==> src/rtl/lane_tune_pkg.sv <==
package lane_tune_pkg;

  localparam int AW    = 16;
  localparam int DW    = 16;
  localparam int CW    = 32;
  localparam int NSTEP = 5;
  localparam int SW    = $clog2(NSTEP);

  // configuration field positions
  localparam int PWR_LSB   = 0;
  localparam int PWR_W     = 5;
  localparam int PSEL_LSB  = 5;
  localparam int PSEL_W    = 2;
  localparam int LVL_LSB   = 16;
  localparam int LVL_W     = 5;
  localparam int BIAS_LSB  = 21;
  localparam int BIAS_W    = 3;
  localparam int BOOST_LSB = 18;
  localparam int BOOST_W   = 3;

  typedef struct packed {
    logic [AW-1:0] addr;
    logic [DW-1:0] mask;
    logic [DW-1:0] val;
  } step_t;

  typedef enum logic [2:0] {
    ST_IDLE,
    ST_SWITCH,
    ST_READ,
    ST_WAIT_RD,
    ST_MERGE,
    ST_WAIT_WR,
    ST_LOCAL
  } seq_state_t;

  function automatic step_t step_lookup(input logic [SW-1:0] idx);
    step_t s;
    case (idx)
      0:       s = '{addr: 16'h102D, mask: 16'h0080, val: 16'h0080};
      1:       s = '{addr: 16'h1010, mask: 16'h0FF0, val: 16'h0014};
      2:       s = '{addr: 16'h1006, mask: 16'h0FC0, val: 16'h0B80};
      3:       s = '{addr: 16'h1002, mask: 16'h7FFF, val: 16'h4B7F};
      default: s = '{addr: 16'h0030, mask: 16'h00F0, val: 16'h0080};
    endcase
    return s;
  endfunction

endpackage

==> src/rtl/lane_step_rom.sv <==
module lane_step_rom
  import lane_tune_pkg::*;
#(
  parameter int N_STEPS = NSTEP,
  parameter int IDX_W   = SW
) (
  input  logic [IDX_W-1:0] idx,
  output step_t            entry,
  output logic             last
);
  localparam logic [IDX_W-1:0] LAST_IDX = IDX_W'(N_STEPS - 1);

  always_comb begin
    entry = step_lookup(idx);
    last  = (idx == LAST_IDX);
  end
endmodule

==> src/rtl/lane_rmw_merge.sv <==
module lane_rmw_merge #(
  parameter int W = 16
) (
  input  logic [W-1:0] old_val,
  input  logic [W-1:0] mask,
  input  logic [W-1:0] val,
  output logic [W-1:0] merged,
  output logic         changed
);
  always_comb begin
    merged  = (old_val & ~mask) | (val & mask);
    changed = (merged != old_val);
  end
endmodule

==> src/rtl/lane_cr_master.sv <==
module lane_cr_master #(
  parameter int AW = 16,
  parameter int DW = 16
) (
  input  logic          clk,
  input  logic          rst,
  input  logic          cmd_go,
  input  logic          cmd_wr,
  input  logic [AW-1:0] cmd_addr,
  input  logic [DW-1:0] cmd_wdata,
  output logic          bus_rd,
  output logic          bus_wr,
  output logic [AW-1:0] bus_addr,
  output logic [DW-1:0] bus_wdata,
  input  logic [DW-1:0] bus_rdata,
  input  logic          bus_done,
  input  logic          bus_err,
  output logic          resp_valid,
  output logic          resp_err,
  output logic [DW-1:0] resp_data
);
  logic active;
  assign active = bus_rd | bus_wr;

  always_ff @(posedge clk) begin
    if (rst) begin
      bus_rd     <= 1'b0;
      bus_wr     <= 1'b0;
      bus_addr   <= '0;
      bus_wdata  <= '0;
      resp_valid <= 1'b0;
      resp_err   <= 1'b0;
      resp_data  <= '0;
    end else begin
      resp_valid <= 1'b0;
      if (active) begin
        if (bus_done || bus_err) begin
          bus_rd     <= 1'b0;
          bus_wr     <= 1'b0;
          resp_valid <= 1'b1;
          resp_err   <= bus_err;
          resp_data  <= bus_rdata;
        end
      end else if (cmd_go) begin
        bus_rd    <= ~cmd_wr;
        bus_wr    <= cmd_wr;
        bus_addr  <= cmd_addr;
        bus_wdata <= cmd_wdata;
      end
    end
  end
endmodule

==> src/rtl/lane_tune_seq.sv <==
module lane_tune_seq
  import lane_tune_pkg::*;
#(
  parameter logic [CW-1:0]      CFG0_RST     = '0,
  parameter logic [CW-1:0]      CFG1_RST     = '0,
  parameter logic [CW-1:0]      CFG2_RST     = '0,
  parameter logic [PWR_W-1:0]   PWR_ON_CODE  = 5'h1C,
  parameter logic [PWR_W-1:0]   PWR_OFF_CODE = 5'h1D,
  parameter logic [BOOST_W-1:0] BOOST_SET    = 3'd4,
  parameter logic [BIAS_W-1:0]  LOS_BIAS_SET = 3'd4,
  parameter logic [LVL_W-1:0]   LOS_LVL_SET  = 5'd9
) (
  input  logic          clk,
  input  logic          rst,
  input  logic          start,
  input  logic          mode_pcie,
  input  logic          pwr_on,
  input  logic          pwr_off,
  output logic          bus_rd,
  output logic          bus_wr,
  output logic [AW-1:0] bus_addr,
  output logic [DW-1:0] bus_wdata,
  input  logic [DW-1:0] bus_rdata,
  input  logic          bus_done,
  input  logic          bus_err,
  output logic [CW-1:0] cfg0,
  output logic [CW-1:0] cfg1,
  output logic [CW-1:0] cfg2,
  output logic          busy,
  output logic          done,
  output logic          error
);
  seq_state_t    state;
  logic [SW-1:0] step_idx;
  logic [DW-1:0] old_q;
  logic          auto_pend;
  logic          cmd_go, cmd_wr;
  logic          resp_valid, resp_err;
  logic [DW-1:0] resp_data;
  step_t         entry;
  logic          last_step;
  logic [DW-1:0] merged;
  logic          changed;

  lane_step_rom #(.N_STEPS(NSTEP), .IDX_W(SW)) u_rom (
    .idx   (step_idx),
    .entry (entry),
    .last  (last_step)
  );

  lane_rmw_merge #(.W(DW)) u_merge (
    .old_val (old_q),
    .mask    (entry.mask),
    .val     (entry.val),
    .merged  (merged),
    .changed (changed)
  );

  assign cmd_go = (state == ST_READ) || ((state == ST_MERGE) && changed);
  assign cmd_wr = (state == ST_MERGE);

  lane_cr_master #(.AW(AW), .DW(DW)) u_master (
    .clk        (clk),
    .rst        (rst),
    .cmd_go     (cmd_go),
    .cmd_wr     (cmd_wr),
    .cmd_addr   (entry.addr),
    .cmd_wdata  (merged),
    .bus_rd     (bus_rd),
    .bus_wr     (bus_wr),
    .bus_addr   (bus_addr),
    .bus_wdata  (bus_wdata),
    .bus_rdata  (bus_rdata),
    .bus_done   (bus_done),
    .bus_err    (bus_err),
    .resp_valid (resp_valid),
    .resp_err   (resp_err),
    .resp_data  (resp_data)
  );

  always_ff @(posedge clk) begin
    if (rst) begin
      state     <= ST_IDLE;
      step_idx  <= '0;
      old_q     <= '0;
      auto_pend <= 1'b1;
      busy      <= 1'b0;
      done      <= 1'b0;
      error     <= 1'b0;
      cfg0      <= CFG0_RST;
      cfg1      <= CFG1_RST;
      cfg2      <= CFG2_RST;
    end else begin
      // power-state field, PCIe only, off has priority
      if (mode_pcie) begin
        if (pwr_off)
          cfg0[PWR_LSB +: PWR_W] <= PWR_OFF_CODE;
        else if (pwr_on)
          cfg0[PWR_LSB +: PWR_W] <= PWR_ON_CODE;
      end

      case (state)
        ST_IDLE: begin
          if (start || auto_pend) begin
            auto_pend <= 1'b0;
            error     <= 1'b0;
            if (mode_pcie) begin
              done <= 1'b1;
            end else begin
              done  <= 1'b0;
              busy  <= 1'b1;
              state <= ST_SWITCH;
            end
          end
        end
        ST_SWITCH: begin
          cfg0[PSEL_LSB +: PSEL_W] <= '1;
          step_idx <= '0;
          state    <= ST_READ;
        end
        ST_READ: state <= ST_WAIT_RD;
        ST_WAIT_RD: begin
          if (resp_valid) begin
            if (resp_err) begin
              busy  <= 1'b0;
              error <= 1'b1;
              state <= ST_IDLE;
            end else begin
              old_q <= resp_data;
              state <= ST_MERGE;
            end
          end
        end
        ST_MERGE: begin
          if (changed)
            state <= ST_WAIT_WR;
          else if (last_step)
            state <= ST_LOCAL;
          else begin
            step_idx <= step_idx + 1'b1;
            state    <= ST_READ;
          end
        end
        ST_WAIT_WR: begin
          if (resp_valid) begin
            if (resp_err) begin
              busy  <= 1'b0;
              error <= 1'b1;
              state <= ST_IDLE;
            end else if (last_step) begin
              state <= ST_LOCAL;
            end else begin
              step_idx <= step_idx + 1'b1;
              state    <= ST_READ;
            end
          end
        end
        ST_LOCAL: begin
          cfg2[BOOST_LSB +: BOOST_W] <= BOOST_SET;
          cfg1[BIAS_LSB +: BIAS_W]   <= LOS_BIAS_SET;
          cfg1[LVL_LSB +: LVL_W]     <= LOS_LVL_SET;
          busy  <= 1'b0;
          done  <= 1'b1;
          state <= ST_IDLE;
        end
        default: state <= ST_IDLE;
      endcase
    end
  end
endmodule

==> config.mk <==
export PLATFORM = sky130hd
export DESIGN_NAME = lane_tune_seq
export DESIGN_NICKNAME = d
export VERILOG_FILES = /design/src/rtl/lane_tune_pkg.sv /design/src/rtl/lane_step_rom.sv /design/src/rtl/lane_rmw_merge.sv /design/src/rtl/lane_cr_master.sv /design/src/rtl/lane_tune_seq.sv
export SDC_FILE = /design/constraint.sdc
export NUM_CORES = 1
export LEC_CHECK = 0
export CORE_ASPECT_RATIO = 0.6
export CORE_MARGIN = 10
export CORE_UTILIZATION = 60
export CTS_BUF_LIST = sky130_fd_sc_hd__clkbuf_8
export CTS_CLUSTER_SIZE = 16
export DETAILED_ROUTE_END_ITERATION = 10
export DONT_BUFFER_PORTS = 1
export PLACE_DENSITY = 0.76
export SLEW_MARGIN = 20
export SYNTH_ARGS = -nofsm -noshare
export SYNTH_HDL_FRONTEND = slang
export SYNTH_SLANG_ARGS = --single-unit
==> constraint.sdc <==
create_clock -name clk -period 3.72 [get_ports clk]
set_input_delay 0.372 -clock clk [delete_from_list [all_inputs] [get_ports clk]]
set_output_delay 0.372 -clock clk [all_outputs]
set_load 0.05 [all_outputs]
==> results of run 1 <==
-- cell usage in the layout, fill, tap and decap left out, types with 3 or more instances in the layout --
| master | netlist | routed |
|---|---|---|
| a211oi_1 | 3 | 3 |
| a21oi_1 | 66 | 66 |
| a311oi_1 | 8 | 8 |
| buf_4 | 102 | 4 |
| clkbuf_8 | 0 | 9 |
| conb_1 | 1 | 95 |
| dfxtp_1 | 72 | 71 |
| ha_1 | 5 | 5 |
| inv_1 | 9 | 9 |
| nand2_1 | 79 | 79 |
| nand2b_1 | 6 | 6 |
| nand3_1 | 7 | 7 |
| nand4_1 | 4 | 4 |
| nor2_1 | 22 | 22 |
| nor3_1 | 10 | 10 |
| nor4_1 | 6 | 6 |
| o21ai_0 | 13 | 13 |
| o21ai_1 | 5 | 4 |
| o21bai_1 | 3 | 3 |
| o31ai_1 | 3 | 3 |
-- power by group --
group	switching [uW]	leakage [uW]	internal [uW]
Combinational	264	0.000702	31.5
Clock	309	0.000110	384
Sequential	80.1	0.000584	794
-- cell families (layout without fill, tap and decap cells) --
family                   after synthesis  after routing  share of synthesized area, %
AND/OR/NAND/NOR                      149            149                         17.63
buffers and inverters                137             29                         23.66
AO/OA/AOI/OAI                        121            121                         19.15
flip-flops                            72             72                         37.33
adder cells (fa/ha/maj)                5              5                         1.620
multiplexers                           2              2                        0.5185
other                                  1             95                       0.09712
-- metrics by stage --
step / cells / util [%] / hold slack (ns) / worst slack (ns)
global placement: 541 / 56.29 / 0.4380 / 0.6475
finish: 557 / 60.02 / 0.08322 / 0.4447
global route: 557 / 60.02 / 0.05846 / 0.2465
floorplan: 581 / - / 0.4321 / 1.094
CTS: 557 / 59.96 / 0.07002 / 0.4705
detailed placement: 541 / 56.29 / 0.4427 / 0.5094
-- sequential cells by signal, indices dropped and copies added (netlist names) --
register / cells
u_master.resp_err: 1
cfg0: 3
cfg1: 1
auto_pend: 1
error: 1
step_idx: 3
u_master.bus_wdata: 16
busy: 1
old_q: 16
u_master.resp_data: 16
u_master.resp_valid: 1
done: 1
state: 3
u_master.bus_wr: 1
u_master.bus_addr: 6
u_master.bus_rd: 1
-- area by class of cell --
type / instances / area (sq um)
Clock buffer: 9 / 123.9
Clock inverter: 7 / 102.6
Fill cell: 597 / 2465
Inverter: 9 / 33.78
Multi-Input combinational cell: 372 / 1863
Sequential cell: 72 / 1443
Tap cell: 84 / 105.1
Timing Repair Buffer: 4 / 30.03
-- per-layer routing --
metal / up-vias / GRT usage (%) / wire (microns)
li1: 1437 / - / -
met1: 1326 / 20.57 / 3507
met2: 136 / 25.95 / 4025
met3: 11 / 8.130 / 1021
met4: 0 / 4.051 / 71
met5: - / 0 / 0
-- worst max-delay path by stage --
stage                     start  depth (start not counted)                      to  slack (ns)
floorplan           step_idx[0]                         10  u_master.bus_wdata[15]        1.09
global placement    step_idx[0]                          8   u_master.bus_wdata[7]        0.65
detailed placement  step_idx[0]                          8    u_master.bus_addr[5]        0.51
CTS                 step_idx[0]                          8    u_master.bus_addr[5]        0.47
global route        step_idx[0]                          8    u_master.bus_addr[5]        0.25
finish              step_idx[0]                          8    u_master.bus_addr[5]        0.44
==> summary.txt, run 1 <==
Critical path
  • Critical-path top delay cell: and3_1
  • Critical path's top delay family: simple AND/OR/NAND/NOR gates
  • Cell Chain, Critical Path: inv_1 -> ha_1 -> or4b_1 -> a221o_1 -> a221oi_4 -> and3_1 -> nor2_4 -> a311oi_1
  • Crit path launch type: flip-flop
  • Critical path arrival: 3.53 ns
  • Crit Path Max Fanout: 15
  • Worst Setup End Kind: flip-flop
  • R2R setup slack: 0.44 ns
  • Reg-to-reg critical path endpoint: u_master.bus_addr[5]
  • Worst path bufs/invs: 1
  • RR Startpoint: step_idx[0]
  • Worst-case reg-to-reg path depth: 8
  • Worst Path Required: 3.97 ns
  • Crit-path max cell delay: 0.58 ns
  • Critical path class: reg2reg

Finish
  • Final instance area: 3701 sq um
  • Layout net count: 497
  • Area delta synth->final: -4.148%
  • Layout cells sized above 1: 5.920%
  • Inserted Diodes: 0

Clock tree
  • Post-CTS sizing: 0
  • Htree depth: 3
  • Clk buf depth: 2
  • Clock sink count: 72
  • CTS tree: done
  • # Post-CTS Setup Buffers: 0
  • Hold_buf cts: 0
  • CTS clk-pin slew, worst paths: 0.08 ns
  • CTS root buffer: clkbuf_8
  • Latest clock arrival within the worst-skew pair: 0.35 ns
  • TritonCTS Buffers: 9

GRT
  • First-pass GRT wire length: 13,660 microns
  • GR Util All Layers: 16.71%
  • Via count of the first global-routing pass: 2,683
  • Gr ovfl total: 0
  • Initial antenna violation count: 0
  • Largest net degree at the start of global routing: 76

Route
  • 1st-pass router iterations: 7
  • Vias per cell: 5.224
  • DRT iter0 DRCs: 225
  • DRT Wirelength: 8626 microns
  • Residual DRC: 0
  • Vias: 2,910
  • Detail Route Antenna Nets: 0
  • Routed len/inst: 15.49 microns

Die
  • Initial Util: 62.62%
  • Core area: 6166 sq um
  • Die footprint: 10,150 sq um
  • DIE WIDTH: 123.6 microns
  • Row Count: 22
  • I/O pin count: 157
  • Chip height: 82.14 microns

Timing
  • Post-Route Setup TNS: 0 ns
  • Crit path time final: 3.275 ns
  • Fmax: 0.3053 GHz
  • Period utilization: 88.05%
  • Setup violators final: 0
  • Skew final: 0.006614 ns
  • Pins over their slew limit: 0
  • Final hold violation count: 0
  • RSZ-0062 raised after global routing: no
  • Worst Tran Pin Value: 1.011 ns
  • Rel. slew slack: 32.58%

Synth
  • Most frequent cell after synthesis: buf_4
  • Avg Cell Area, Syn: 7.929 sq um
  • FFs w/ async S/R, synth: 0%
  • Post-synthesis register bit count: 72
  • Post-synth EDFFs: 0
  • Synth area leader: dfxtp_1
  • Synth cell types: 51
  • Largest cells by area after synthesis: dfxtp_1 37%, buf_4 20%, a21oi_1 8.6%
  • Sequential area share after synthesis: 37.33%
  • Cell Area, Synth: 3861 sq um
  • Share of Yosys cell area claimed by the top area cell type: 37.33%
  • Gate Count Post-Synth: 487
  • YS warnings: 0
  • Synth cell count leaders: 102 x buf_4, 79 x nand2_1, 72 x dfxtp_1
  • Post-synth top flop: dfxtp_1

Min path
  • Worst hold path depth: 1
  • Hold path start: rst
  • Hold path endpoint: u_master.bus_addr[1]
  • Hold crit path type: in2reg

Place
  • PortBufs: 0
  • Placed Instance Area: 3471 sq um
  • DP HPWL: 6583 microns
  • Routability cong.: 0.8583

Power and ir drop
  • Overall Power: 1863 uW
  • Cell leakage power: 0.001396 uW
  • Peak VDD IR: 0.3077 mV
  • Pwr/cell area: 503.3 nW/um^2

Flow run
  • Max Cap Violations: 0

Run status
  • Status: complete, no violations
Note: power is estimated with default switching activity, not from simulation.
==> inputs of run 2 (changes only) <==
Settings changed: GPL_TIMING_DRIVEN set to 0, SKIP_LAST_GASP set to 1.
Clock period 3.72 ns to 4.15 ns, I/O delays scaled along.
==> run 2 against run 1 <==
Against the previous run:
- final cell count rose by 22%
- worst hold slack improved by 0.10 ns
- flip-flop and latch count did not move
- critical path depth rose by 1
- routed wire length rose by 18%
- critical endpoint is now u_master.bus_wdata[8]
- global-route usage rose by 3.0 points
- die area did not move
- total power fell by 9.0%
- design area rose by 22%
- via count rose by 17%
==> summary.txt, run 2 (synthesis results as in run 1) <==
Run status
  • Status: complete, no violations

Timing
  • Period utilization: 77.00% (-11 points)
  • Fmax: 0.3129 GHz (+2.5%)
  • Skew final: 0.008362 ns (+0.001747 ns)
  • Post-Route Setup TNS: 0 ns (unchanged)
  • Pins over their slew limit: 0 (unchanged)
  • Setup violators final: 0 (unchanged)
  • Final hold violation count: 0 (unchanged)
  • RSZ-0062 raised after global routing: no
  • Worst Tran Pin Value: 0.8231 ns (-0.1882 ns)
  • Rel. slew slack: 45.13% (+13 points)
  • Crit path time final: 3.196 ns (-0.07982 ns)
  • Final worst setup slack: 0.9545 ns (+0.5098 ns)

Die
  • I/O pin count: 157 (unchanged)
  • Core area: 6166 sq um (unchanged)
  • Initial Util: 62.62% (unchanged)
  • Die footprint: 10,150 sq um (unchanged)
  • DIE WIDTH: 123.6 microns (unchanged)
  • Chip height: 82.14 microns (unchanged)
  • Row Count: 22 (unchanged)

Min path
  • Hold crit path type: in2reg

Critical path
  • Critical path class: reg2reg
  • Critical-path top delay cell: dfxtp_1
  • Worst path bufs/invs: 2 (+1)
  • Worst Path Required: 4.36 ns (+0.39 ns)
  • Critical path's top delay family: compound AO/OA/AOI/OAI gates
  • Critical path arrival: 3.40 ns (-0.13 ns)
  • Worst Setup End Kind: flip-flop
  • Crit path launch type: flip-flop
  • Crit Path Max Fanout: 10 (-5)
  • Crit-path max cell delay: 0.56 ns (-0.02 ns)
  • Cell Chain, Critical Path: inv_1 -> ha_1 -> or4b_1 -> a221o_1 -> a221oi_4 -> nand3_1 -> clkbuf_1 -> a21oi_1 -> a311oi_1

Route
  • Metal2 WL: 4894 microns (+22%)
  • Vias: 3,418 (+17%)
  • DRT iter0 DRCs: 365 (+62%)
  • Residual DRC: 0 (unchanged)
  • Met1 wire length: 3813 microns (+8.7%)
  • 1st-pass router iterations: 5 (-2)
  • Vias per cell: 5.019 (-3.9%)
  • Routed len/inst: 14.91 microns (-3.7%)
  • DRT Wirelength: 10,150 microns (+18%)
  • Top Metal Used: met4
  • Detail Route Antenna Nets: 0 (unchanged)
  • DR WL met3: 1351 microns (+32%)

Power and ir drop
  • Cell leakage power: 0.001969 uW (+41%)
  • Pwr/cell area: 375.6 nW/um^2 (-25%)
  • Peak VDD IR: 0.2666 mV (-13%)
  • Clock power frac: 32.6% (-4.6 points)
  • Net load switching power: 611.0 uW (-6.4%)
  • Gate power share: 21.5% (+5.6 points)
  • Switching share of power: 36.04% (+0.98 points)
  • Power share of the sequential group: 45.9% (-1.0 points)
  • Internal: 1084 uW (-10%)

GRT
  • First-pass GRT wire length: 15,840 microns (+16%)
  • Gr ovfl total: 0 (unchanged)
  • Via count of the first global-routing pass: 3,274 (+22%)
  • Largest net degree at the start of global routing: 14 (-82%)
  • Initial antenna violation count: 0 (unchanged)
  • GR Util All Layers: 19.74% (+3.0 points)

Clock tree
  • Latest clock arrival within the worst-skew pair: 0.36 ns (about the same)
  • # Post-CTS Setup Buffers: 0 (unchanged)
  • Clock sink count: 72 (unchanged)
  • Htree depth: 3 (unchanged)
  • Clk buf depth: 2 (unchanged)
  • CTS root buffer: clkbuf_8
  • Post-CTS sizing: 0 (unchanged)
  • CTS clk-pin slew, worst paths: 0.08 ns (about the same)
  • CTS tree: done
  • Hold_buf cts: 0 (unchanged)
  • TritonCTS Buffers: 9 (unchanged)

Finish
  • Inserted Diodes: 0 (unchanged)
  • Layout net count: 621 (+25%)
  • Fin cells: 681 (+22%)
  • Largest regs: old_q (16), u_master.bus_wdata (16), u_master.resp_data (16)
  • Commonest non-fill, non-tap cell in the layout: buf_4
  • Area delta synth->final: 16.92%
  • Most frequent cells in the layout: 102 x buf_4, 95 x conb_1, 79 x nand2_1, 72 x dfxtp_1, 66 x a21oi_1
  • Layout cells sized above 1: 21.27% (+15 points)

Place
  • Cells after DPL: 665 (+23%)
  • PortBufs: 0 (unchanged)
  • Dpl ws: 1.071 ns (+0.5621 ns)
  • Routability cong.: 0.9289 (+8.2%)
  • DP HPWL: 8200 microns (+25%)

Flow run
  • Max Cap Violations: 0 (unchanged)
-- run 2: final timing paths --
check | slack (ns) | startpoint | endpoint | cells after the start
setup reg to reg | 0.95 | step_idx[0] | u_master.bus_wdata[8] | 9
hold reg to reg | 0.45 | u_master.resp_data[13] | old_q[13] | 2
setup / recovery | 0.95 | step_idx[0] | u_master.bus_wdata[8] | 9
hold / removal | 0.18 | bus_rdata[7] | u_master.resp_data[7] | 2
-- run 2: metal layers --
metal | vias to the layer above | GRT usage [%]
met5 | - | 0
met4 | 0 | 4.167
met3 | 15 | 10.84
met2 | 164 | 33.05
met1 | 1551 | 21.98
li1 | 1688 | -
-- run 2: per-stage QoR --
stage	area, sq um	hold slack (ns)	util [%]	total power, uW
after global routing	4514	0.1727	73.21	1762
final	4514	0.1834	73.21	1695
after global placement	4319	0.4432	70.05	1147
after CTS	4514	0.1733	73.21	1693
after floorplan	4214	0.4321	-	1126
after detailed placement	4319	0.4477	70.05	1151
-- run 2: power groups by stage --
stage          sequential, uW  clock, uW  combinational, uW
2_1_floorplan             789          0                337
3_3_place_gp              795          0                352
3_5_place_dp              796          0                355
4_1_cts                   780        558                355
5_1_grt                   782        591                388
6_report                  779        552                365
-- run 2: cell type report --
type	count	area, sq um
Buffer	128	879.6
Clock buffer	9	123.9
Clock inverter	7	71.32
Fill cell	516	1652
Inverter	9	33.78
Multi-Input combinational cell	372	1859
Sequential cell	72	1441
Tap cell	84	105.1
-- run 2: worst reg2reg max path, cell delays in order (launching register included) --
cell      delay [ns]
dfxtp_1         0.56
inv_1           0.15
ha_1            0.27
or4b_1          0.52
a221o_1         0.35
a221oi_4        0.36
nand3_1         0.24
clkbuf_1        0.31
a21oi_1         0.22
a311oi_1        0.07
==> inputs of run 3 (changes only) <==
Settings changed: PLACE_DENSITY 0.76 to 0.79.
Clock period 4.15 ns to 2.77 ns, I/O delays scaled along.
==> run 3 against run 2 <==
Against the previous run:
- total power grew 50%
- first-iteration DRC count down 11%
- worst hold slack worse by 0.14 ns
- critical path type unchanged
- critical endpoint is now u_master.bus_wdata[10]
- largest cell class unchanged
==> summary.txt, run 3 (synthesis results as in run 1) <==
Critical path
  • Cell Chain, Critical Path: buf_6 -> clkinvlp_4 -> ha_2 -> buf_2 -> o2111ai_1 -> a21oi_2 -> and3_4 -> buf_6 -> or4b_2 -> a21oi_1
  • Crit path top cell by count: buf_6
  • Crit-path max cell delay: 0.66 ns (+0.10 ns)
  • Critical-path top delay cell: or4b_2
  • Crit Path Max Fanout: 10 (unchanged)
  • Crit path launch type: flip-flop
  • Critical path arrival: 2.98 ns (-0.42 ns)
  • Worst Path Required: 3.06 ns (-1.30 ns)
  • Critical path class: reg2reg
  • Worst Setup End Kind: flip-flop

GRT
  • Initial antenna violation count: 0 (unchanged)
  • Via count of the first global-routing pass: 3,211 (-1.9%)
  • First-pass GRT wire length: 15,930 microns (+0.57%)
  • Gr ovfl total: 0 (unchanged)
  • GR Util All Layers: 20.21% (+0.47 points)
  • Largest net degree at the start of global routing: 12 (-2)

Route
  • DRT Wirelength: 10,530 microns (+3.7%)
  • 1st-pass router iterations: 5 (unchanged)
  • Residual DRC: 0 (unchanged)
  • Vias: 3,455 (+1.1%)
  • Detail Route Antenna Nets: 0 (unchanged)
  • DRT iter0 DRCs: 325 (-11%)
  • Routed len/inst: 15.36 microns (+3.0%)
  • Vias per cell: 5.044 (+0.49%)

Die
  • Row Count: 22 (unchanged)
  • Die footprint: 10,150 sq um (unchanged)
  • I/O pin count: 157 (unchanged)
  • Chip height: 82.14 microns (unchanged)
  • Core area: 6166 sq um (unchanged)
  • DIE WIDTH: 123.6 microns (unchanged)
  • Initial Util: 62.62% (unchanged)

Clock tree
  • Clk buf depth: 2 (unchanged)
  • TritonCTS Buffers: 9 (unchanged)
  • CTS clk-pin slew, worst paths: 0.07 ns (about the same)
  • Hold_buf cts: 0 (unchanged)
  • CTS tree: done
  • Clock sink count: 72 (unchanged)
  • CTS root buffer: clkbuf_8
  • Latest clock arrival within the worst-skew pair: 0.36 ns (about the same)
  • Htree depth: 3 (unchanged)

Finish
  • Fillers: 503 (-2.5%)
  • Commonest non-fill, non-tap cell in the layout: buf_4
  • Inserted Diodes: 0 (unchanged)
  • Area delta synth->final: 19.22%
  • Layout cells sized above 1: 23.96% (+2.7 points)
  • Layout net count: 627 (+0.97%)
  • Most frequent cells in the layout: 108 x buf_4, 95 x conb_1, 79 x nand2_1, 70 x dfxtp_1, 65 x a21oi_1
  • Largest regs: old_q (16), u_master.bus_wdata (16), u_master.resp_data (16)
  • Fin cells: 685 (+0.59%)

Timing
  • Period utilization: 97.02% (+20 points)
  • Rel. slew slack: 46.39% (+1.3 points)
  • Fmax: 0.3721 GHz (+19%)
  • Pins over their slew limit: 0 (unchanged)
  • Setup violators final: 0 (unchanged)
  • Min Hold Slack: 0.04408 ns (-0.1394 ns)
  • Post-Route Setup TNS: 0 ns (unchanged)
  • Final hold violation count: 0 (unchanged)
  • Worst Tran Pin Value: 0.8041 ns (-0.01897 ns)
  • Skew final: 0.006282 ns (-0.002080 ns)
  • Crit path time final: 2.688 ns (-0.5079 ns)
  • RSZ-0062 raised after global routing: yes

Power and ir drop
  • Cell leakage power: 0.001999 uW (+1.5%)
  • Power share of the sequential group: 45.8% (about the same)
  • Internal: 1661 uW (+53%)
  • Pwr/cell area: 553.5 nW/um^2 (+47%)
  • Switching share of power: 34.82% (-1.2 points)
  • Peak VDD IR: 0.3963 mV (+49%)
  • Net load switching power: 887.2 uW (+45%)
  • Clock power frac: 32.7% (about the same)
  • Gate power share: 21.5% (about the same)

Place
  • Cells after DPL: 665 (unchanged)
  • DP HPWL: 8380 microns (+2.2%)
  • Routability cong.: 0.8936 (-3.8%)
  • PortBufs: 0 (unchanged)

Run status
  • Status: complete, no violations

Flow run
  • Max Cap Violations: 0 (unchanged)

Min path
  • Hold crit path type: in2reg
==> run 3: cell count changes in the layout (fill, tap and decap cells not counted), sizes merged <==
cell,previous run,this run
buf,107,114
clkbuf,30,31
clkinv,5,1
clkinvlp,0,2
inv,10,8
==> run 3: stage by stage <==
step | utilization [%] | power [uW] | area (sq um) | setup WS [ns]
2_1_floorplan | - | 1687 | 4214 | 0.1443
3_3_place_gp | 70.05 | 1719 | 4319 | -0.2505
3_5_place_dp | 70.05 | 1724 | 4319 | -0.3053
4_1_cts | 73.94 | 2543 | 4559 | 0.003945
5_1_grt | 74.66 | 2654 | 4603 | -0.003401
6_report | 74.66 | 2548 | 4603 | 0.08242
==> run 3: critical path: cells and delay by family, from the launching register on <==
family,cells,cell delay (ns)
adder cells (fa/ha/maj),1,0.24
AND/OR/NAND/NOR,2,0.84
flip-flops,1,0.37
buffers and inverters,4,0.63
AO/OA/AOI/OAI,3,0.52
==> run 3: power groups by stage <==
| stage | Clock (uW) | Sequential, uW | Combinational (uW) |
|---|---|---|---|
| 6_report | 833 | 1170 | 549 |
| 5_1_grt | 900 | 1170 | 583 |
| 4_1_cts | 842 | 1170 | 532 |
| 3_5_place_dp | 0 | 1190 | 531 |
| 3_3_place_gp | 0 | 1190 | 527 |
| 2_1_floorplan | 0 | 1180 | 504 |
==> run 3: final timing paths <==
kind | cells past startpoint | slack [ns] | to | start
max | 10 | 0.08 | u_master.bus_wdata[10] | step_idx[2]
min | 2 | 0.04 | u_master.resp_data[13] | bus_rdata[13]
max reg2reg | 10 | 0.08 | u_master.bus_wdata[10] | step_idx[2]
min reg2reg | 2 | 0.45 | old_q[13] | u_master.resp_data[13]
==> run 3: repair_timing <==
item / 4_1_cts / 5_1_grt
buffers inserted: 3 / 3
setup endpoints to repair: 24 / 24
pin swaps: 2 / 5
resized for setup: 9 / 10
==> run 3: metal layers <==
| layer | track usage, % | up-vias | routed length [microns] |
|---|---|---|---|
| li1 | - | 1700 | - |
| met1 | 22.24 | 1583 | 3976 |
| met5 | 0 | - | 0 |
| met2 | 33.32 | 153 | 5108 |
| met3 | 10.16 | 19 | 1252 |
| met4 | 7.755 | 0 | 187 |
==> run 3: final cells by class <==
| type | instances | area (sq um) | share of cell area (%) |
|---|---|---|---|
| Clock inverter | 3 | 42.54 | 0.9242 |
| Timing Repair Buffer | 6 | 45.04 | 0.9785 |
| Tap cell | 84 | 105.1 | 2.283 |
| Inverter | 9 | 37.54 | 0.8154 |
| Buffer | 128 | 892.1 | 19.38 |
| Multi-Input combinational cell | 372 | 1883 | 40.91 |
| Sequential cell | 72 | 1446 | 31.42 |
| Clock buffer | 11 | 151.4 | 3.289 |
